<file path="config.mk">
export PLATFORM = sky130hd
export DESIGN_NAME = ars_route_decode
export DESIGN_NICKNAME = d
export VERILOG_FILES = /design/src/rtl/ars_pkg.sv /design/src/rtl/ars_field_split.sv /design/src/rtl/ars_mask_gen.sv /design/src/rtl/ars_route_decode.sv
export SDC_FILE = /design/constraint.sdc
export NUM_CORES = 1
export LEC_CHECK = 0
export ABC_AREA = 1
export BUFFER_PORTS_ARGS = -buffer_cell sky130_fd_sc_hd__buf_2
export CAP_MARGIN = 20
export CELL_PAD_IN_SITES_DETAIL_PLACEMENT = 1
export CELL_PAD_IN_SITES_GLOBAL_PLACEMENT = 1
export CORE_AREA = 2 2 80 82
export CTS_BUF_LIST = sky130_fd_sc_hd__clkbuf_4 sky130_fd_sc_hd__clkbuf_8 sky130_fd_sc_hd__clkbuf_16
export DETAILED_ROUTE_END_ITERATION = 6
export DIE_AREA = 0 0 82 84
export PLACE_DENSITY = 0.9
export SETUP_SLACK_MARGIN = 0.1
export SYNTH_ARGS = -nofsm -noshare
export SYNTH_HDL_FRONTEND = slang
export SYNTH_SLANG_ARGS = --single-unit
</file>
<file path="constraint.sdc">
create_clock -name clk -period 2.15 [get_ports clk]
set_input_delay 0.43 -clock clk [delete_from_list [all_inputs] [get_ports clk]]
set_output_delay 0.43 -clock clk [all_outputs]
set_load 0.1 [all_outputs]
</file>
<file path="src/rtl/ars_pkg.sv">
package ars_pkg;
  typedef enum logic [1:0] {
    HOP_FIXED = 2'd0,
    HOP_ADAPT = 2'd1,
    HOP_BAD   = 2'd2
  } hop_kind_e;
endpackage

</file>
<file path="src/rtl/ars_field_split.sv">
module ars_field_split
  import ars_pkg::*;
#(
  parameter int HDR_W = 32,
  parameter int CNT_W = 4,
  parameter int FLD_W = 4
) (
  input  logic [HDR_W-1:0] hdr,
  output logic [FLD_W-1:0] nib,
  output hop_kind_e        kind,
  output logic [HDR_W-1:0] hdr_next
);
  localparam int REST_W = HDR_W - CNT_W - FLD_W;

  logic [CNT_W-1:0] cnt;
  logic [REST_W-1:0] rest;

  assign cnt  = hdr[HDR_W-1 -: CNT_W];
  assign nib  = hdr[HDR_W-CNT_W-1 -: FLD_W];
  assign rest = hdr[REST_W-1:0];

  always_comb begin
    if (cnt == '0) begin
      kind     = HOP_FIXED;
      hdr_next = {cnt, rest, {FLD_W{1'b0}}};
    end else if (nib == '0) begin
      kind     = HOP_BAD;
      hdr_next = hdr;
    end else begin
      kind     = HOP_ADAPT;
      hdr_next = {cnt - CNT_W'(1), rest, {FLD_W{1'b0}}};
    end
  end
endmodule

</file>
<file path="src/rtl/ars_mask_gen.sv">
module ars_mask_gen
  import ars_pkg::*;
#(
  parameter int PORT_W = 3,
  parameter int FLD_W  = 4
) (
  input  hop_kind_e               kind,
  input  logic [FLD_W-1:0]        nib,
  input  logic [PORT_W-1:0]       port,
  output logic [(1<<PORT_W)-1:0]  mask
);
  localparam int NPORT = 1 << PORT_W;
  localparam int SIDE  = NPORT / 2;

  logic in_upper;
  assign in_upper = port[PORT_W-1];

  for (genvar p = 0; p < NPORT; p++) begin : g_port
    localparam logic UPPER = (p >= SIDE);
    logic adapt_bit, fixed_bit;
    assign adapt_bit = (UPPER != in_upper) && nib[p % SIDE];
    assign fixed_bit = (nib[PORT_W-1:0] == PORT_W'(p));
    always_comb begin
      case (kind)
        HOP_ADAPT: mask[p] = adapt_bit;
        HOP_FIXED: mask[p] = fixed_bit;
        default:   mask[p] = 1'b0;
      endcase
    end
  end
endmodule

</file>
<file path="src/rtl/ars_route_decode.sv">
module ars_route_decode
  import ars_pkg::*;
#(
  parameter int HDR_W  = 32,
  parameter int CNT_W  = 4,
  parameter int PORT_W = 3
) (
  input  logic                       clk,
  input  logic                       rst,
  input  logic                       hdr_valid,
  input  logic [PORT_W-1:0]          entry_port,
  input  logic [HDR_W-1:0]           hdr_in,
  output logic                       res_valid,
  output logic [(1<<PORT_W)-1:0]     cand_mask,
  output logic                       adaptive,
  output logic                       hdr_err,
  output logic [HDR_W-1:0]           hdr_out
);
  localparam int NPORT = 1 << PORT_W;
  localparam int FLD_W = NPORT / 2;

  logic [FLD_W-1:0] nib;
  hop_kind_e        kind;
  logic [HDR_W-1:0] hdr_next;
  logic [NPORT-1:0] mask_c;

  ars_field_split #(.HDR_W(HDR_W), .CNT_W(CNT_W), .FLD_W(FLD_W)) u_split (
    .hdr(hdr_in), .nib(nib), .kind(kind), .hdr_next(hdr_next)
  );

  ars_mask_gen #(.PORT_W(PORT_W), .FLD_W(FLD_W)) u_mask (
    .kind(kind), .nib(nib), .port(entry_port), .mask(mask_c)
  );

  always_ff @(posedge clk) begin
    if (rst) begin
      res_valid <= 1'b0;
      cand_mask <= '0;
      adaptive  <= 1'b0;
      hdr_err   <= 1'b0;
      hdr_out   <= '0;
    end else begin
      res_valid <= hdr_valid;
      if (hdr_valid) begin
        cand_mask <= mask_c;
        adaptive  <= (kind != HOP_FIXED);
        hdr_err   <= (kind == HOP_BAD);
        hdr_out   <= hdr_next;
      end
    end
  end

  a_r2_strobe_on: assert property (@(posedge clk) disable iff (rst)
    hdr_valid |=> res_valid);
  a_r2_strobe_off: assert property (@(posedge clk) disable iff (rst)
    !hdr_valid |=> !res_valid);
  a_r3_far_side: assert property (@(posedge clk) disable iff (rst)
    (res_valid && adaptive) |->
      ($past(entry_port[PORT_W-1]) ? (cand_mask[NPORT-1:FLD_W] == '0)
                                   : (cand_mask[FLD_W-1:0] == '0)));
  a_r4_count_down: assert property (@(posedge clk) disable iff (rst)
    (res_valid && adaptive && !hdr_err) |->
      (hdr_out[HDR_W-1 -: CNT_W] == $past(hdr_in[HDR_W-1 -: CNT_W]) - CNT_W'(1)));
  a_r5_one_port: assert property (@(posedge clk) disable iff (rst)
    (res_valid && !adaptive) |-> ($countones(cand_mask) == 1));
  a_r7_no_cand: assert property (@(posedge clk) disable iff (rst)
    (res_valid && hdr_err) |-> (cand_mask == '0 && adaptive));
  a_r9_hold: assert property (@(posedge clk) disable iff (rst)
    !res_valid |-> ($stable(cand_mask) && $stable(hdr_out)));
endmodule

</file>
After elaboration in Yosys (flattened, before gate mapping)
Index checks and enable logic that the tools add are counted.
{ "totals": {"reg_bits": 43, "latchBits": 0, "ramBits": 0, "romBits": 0, "in_bits": 38, "output_inout_bits": 43, "wordCells": 41, "memories": 0} }
{ "classes": {"add_sub_neg": 1, "mul": 0, "div": 0, "n_lt_le_gt_ge": 0, "n_eq_ne": 9, "n_shift": 0, "muxes": 12, "bitwise_logic": 1, "n_reduce_logical": 13} }
{ "ops": {"columns": ["cell", "n"], "rows": [
  ["32-bit two-way mux", 2],
  ["1-bit case mux with 2 select lines", 8],
  ["3-bit == test, second input constant", 4],
  ["1-bit logical AND", 8],
  ["4-bit zero test", 2],
  ["3-bit by 2-bit == test with 1-bit output, second input constant", 2],
  ["2-bit two-way mux", 2],
  ["4-bit by 1-bit subtractor with 4-bit output, second input constant", 1],
  ["3-bit by 1-bit == test with 1-bit output, second input constant", 1],
  ["3-bit zero test", 1],
  ["2-bit by 1-bit == test with 1-bit output, second input constant", 1],
  ["2-bit == test, second input constant", 1],
  ["2-bit zero test", 1],
  ["2-bit nonzero test", 1],
  ["1-bit NOT", 1]
]} }

Longest topological paths before layout
{ "logic_depth": {"depth_word": 5, "depth_mapped": 9, "depth_no_buf": 8} }

By module
A second synthesis with hierarchy kept.
{ "unflattened": {"cells_unflattened": 346, "area_unflattened_um2": 2290.9} }
{ "modules_own_cells": {"columns": ["mod", "n_inst", "cells_each", "area_per_inst_um2", "seq_area_each_um2"], "rows": [
  ["ars_route_decode", 1, 186, 1485.2, 860.8],
  ["ars_field_split", 1, 118, 611.8, 0.0],
  ["ars_mask_gen", 1, 42, 193.9, 0.0]
]} }

Worst setup path after synthesis
OpenSTA, ideal clock, no wires.
{ "synth_path": {"path_kind": "input-to-reg", "startpoint": "in hdr_in[28]", "endpoint": "reg hdr_out[10]", "setup_ps": 125, "arrival_time_ps": 1317, "required_time_ps": 2025, "path_slack_ps": 708, "cell_stages": 8, "n_path_buf": 2, "cell_sequence": "inv_1 -> ha_1 -> nand3_2 -> buf_6 -> nand2_8 -> buf_12 -> nor3_2 -> nor3_2"} }
{ "synth_between": {"elab_chain_len": 2} }
{ "synth_lines": {"columns": ["element", "line_no", "text"], "rows": [
  ["start, declared", "ars_route_decode.sv:12", "input logic [HDR_W-1:0] hdr_in,"],
  ["4-bit zero test", "ars_field_split.sv:23", "if (cnt == '0) begin"],
  ["32-bit two-way mux", "ars_field_split.sv:23", null],
  ["end signal, assigned", "ars_route_decode.sv:48", "hdr_out <= hdr_next;"],
  ["end, declared", "ars_route_decode.sv:17", "output logic [HDR_W-1:0] hdr_out"]
]} }
No other way between the ends.
A chain may end at the register's enable or synchronous reset.

Worst setup path in the final report
{ "layout_path": {"startpoint": "reg hdr_out[21]", "endpoint": "out hdr_out[21]"} }
No word-level cell between the ends.

==> summary.txt <==
CP bufs+invs - 1
drt pass-1 iters - 4
DR iter-0 viols - 69
setup TNS - 0 ns
WL/cell - 14.8 µm
top cell type by total area after synthesis - dfxtp_1
CTS resizes - 0
Yosys Warn Count - 0
antenna-violating nets left - 0
setup violators final - 0
kind of cell adding the most delay to the critical path - buffers and inverters
CP Cell Sequence - buf_2
synth unique cells - 27
Initial Util - 0.368
critical hold path startpoint - hdr_in[15]
final hold vios - 0
max-slew violation count - 0
Max IR drop VDD - 0.311 mV
Startpoint Class - flip-flop
RR Endpoint - hdr_out[16]
Main synth FF type - dfxtp_1
Fill cells - 785
DR DRC count - 0
Synth top area share - 0.384
max_slew headroom - 0.663
final WL - 6170 µm
Min-Delay Path Depth - 3
core area - 6100 µm²
Via Count - 2075
P_leak - 1.21 nW
hold-fix buffers at CTS - 0
Tcrit/Tclk final - 0.707
die height - 84 µm
Reg2Reg Depth - 2
worst hold endpoint - hdr_out[19]
initial antenna violation count - 0
power per cell area - 746 nW/µm²
Die Wd - 82 µm
CP Class - flip-flop to output pin
slowest CP cell - buf_2
largest net degree at the start of global routing - 32
Num CTS Buffers - 5
Util after Layout - 0.442
synth cell count leaders - dfxtp_1, nand2_1, nor3_2
WP data required - 1.72 ns
fin area - 2690 µm²
Syn Area/Cell - 8.37 µm²
CTS tree - yes
Via density - 4.99
clock slew at reported path FFs - 0.08 ns
root buffer cell - clkbuf_8
Crit path arrival time - 1.09 ns
vias in the first global route - 2180
Yosys reg bits - 43
number of top-level pins - 81
Max Cap Viol - 0
Area contributors post-synth - dfxtp_1, nor3_2, nand2_1, o21ai_0, nor2_1
Synth async-reset ratio - 0
area of the multi-input gates - 1170 µm²
Critical R2R Launch - hdr_out[16]
Tightest Pin Transition - 0.510 ns
placed cell areas - 2620 µm²
Setup Fix Bufs, Post-CTS - 0
die area - 6890 µm²
Post-synth EDFFs - 0
GPL Wtd Cong - 0.844
Std-Cell Rows - 29
unrepaired setup endpoints after global routing - no
Worst-Skew Late Latency - 0.28 ns
global-route wire length before repair - 10200 µm
Fmax achieved - 0.658 GHz
gr ovfl total - 0
# port buffers - 78
H-tree level count - 2
register area - 861 µm²
area delta synth->final - 20.1%
Total GRT Usage - 0.186
CP max FO - 2
Synth Net Count - 307
layout net count - 379
Tmin final - 1.52 ns
R2R Setup Slk - 1.40 ns
clock buffer depth - 2
Mapped Area - 2240 µm²
type of the worst min-delay path - input pin to flip-flop
Layout Skew - 0 ns
WP depth - 1
Cells after Synth - 268
Worst path max stage delay - 0.44 ns
status - finished, final reports clean
Ant. Diodes - 0
Worst setup EP type - output pin
register area share after synthesis - 0.384
Power, Total - 2.01 mW
HPWL Detailed - 4610 µm
clock sinks - 43
share of layout cells above drive strength 1 - 0.413
==> tightest hold or removal path, cell delays in order <==
cell	delay, ns
buf_2	0.09
nor2_1	0.05
nor3_2	0.08
==> area by class of cell <==
class,count,area share
Clock buffer,6,0.0283
Inverter,16,0.0228
Multi-Input combinational cell,192,0.433
Sequential cell,43,0.320
Tap cell,77,0.0358
Timing Repair Buffer,82,0.161
==> where the power goes <==
part	switching, mW	internal, mW	leakage (nW)
Clock	0.259	0.230	0.0406
Sequential	0.0231	0.845	0.355
Combinational	0.529	0.123	0.814
==> through the flow <==
stage          setup WS (ns)  hold WS, ns  instances
2_1_floorplan          0.708        0.572        268
3_3_place_gp           0.369        0.450        410
3_5_place_dp           0.314        0.456        410
4_1_cts                0.622        0.408        416
5_1_grt                0.544        0.421        416
6_report               0.629        0.405        416
==> placed cells by master (no fill, tap or decap) <==
cell	instances
nor2_4	2
a21oi_1	19
o21ai_0	30
clkinv_1	1
inv_2	2
xor2_1	1
clkbuf_8	5
buf_4	3
dfxtp_1	43
nor2_2	1
ha_1	1
inv_1	12
clkinv_2	1
nand4_1	2
nor3_4	3
nand2_1	43
nand2_8	1
nand2_4	3
nand3_1	15
nor2_1	31
nand3_4	1
clkbuf_4	1
nand3_2	1
nor3_2	37
buf_2	78
buf_12	1
o21ai_1	1
==> metal layers <==
layer	wire, µm	up-vias	global-route usage
met3	329	5	0.0411
met2	3140	55	0.317
met1	2660	985	0.238
met4	37	0	0.0364
met5	0	-	0
li1	-	1030	-
==> flip-flops by register name, summed over array words and instances (netlist names) <==
signal,count
hdr_err,1
adaptive,1
hdr_out,32
cand_mask,8
res_valid,1
==> how the worst max path moves through the flow <==
stage	start	endpoint	slack, ns
after floorplan	hdr_in[28]	hdr_out[10]	0.71
after CTS	hdr_in[29]	cand_mask[7]	0.62
after global placement	hdr_in[29]	cand_mask[7]	0.37
final	hdr_out[21]	hdr_out[21]	0.63
after detailed placement	hdr_in[29]	cand_mask[7]	0.31
after global routing	hdr_in[29]	hdr_out[17]	0.54
==> kinds of logic (layout without fill, tap and decap cells) <==
logic type / after synthesis / in the layout / share of synthesized area
adders and majority gates: 1 / 1 / 0.00558
and+or+nand+nor: 140 / 140 / 0.399
AOI/OAI and AO/OA: 50 / 50 / 0.112
xor gates and xnor gates: 1 / 1 / 0.00391
DFF: 43 / 43 / 0.384
buffers and inverters: 33 / 104 / 0.0960
(Power assumes the default switching activity.)
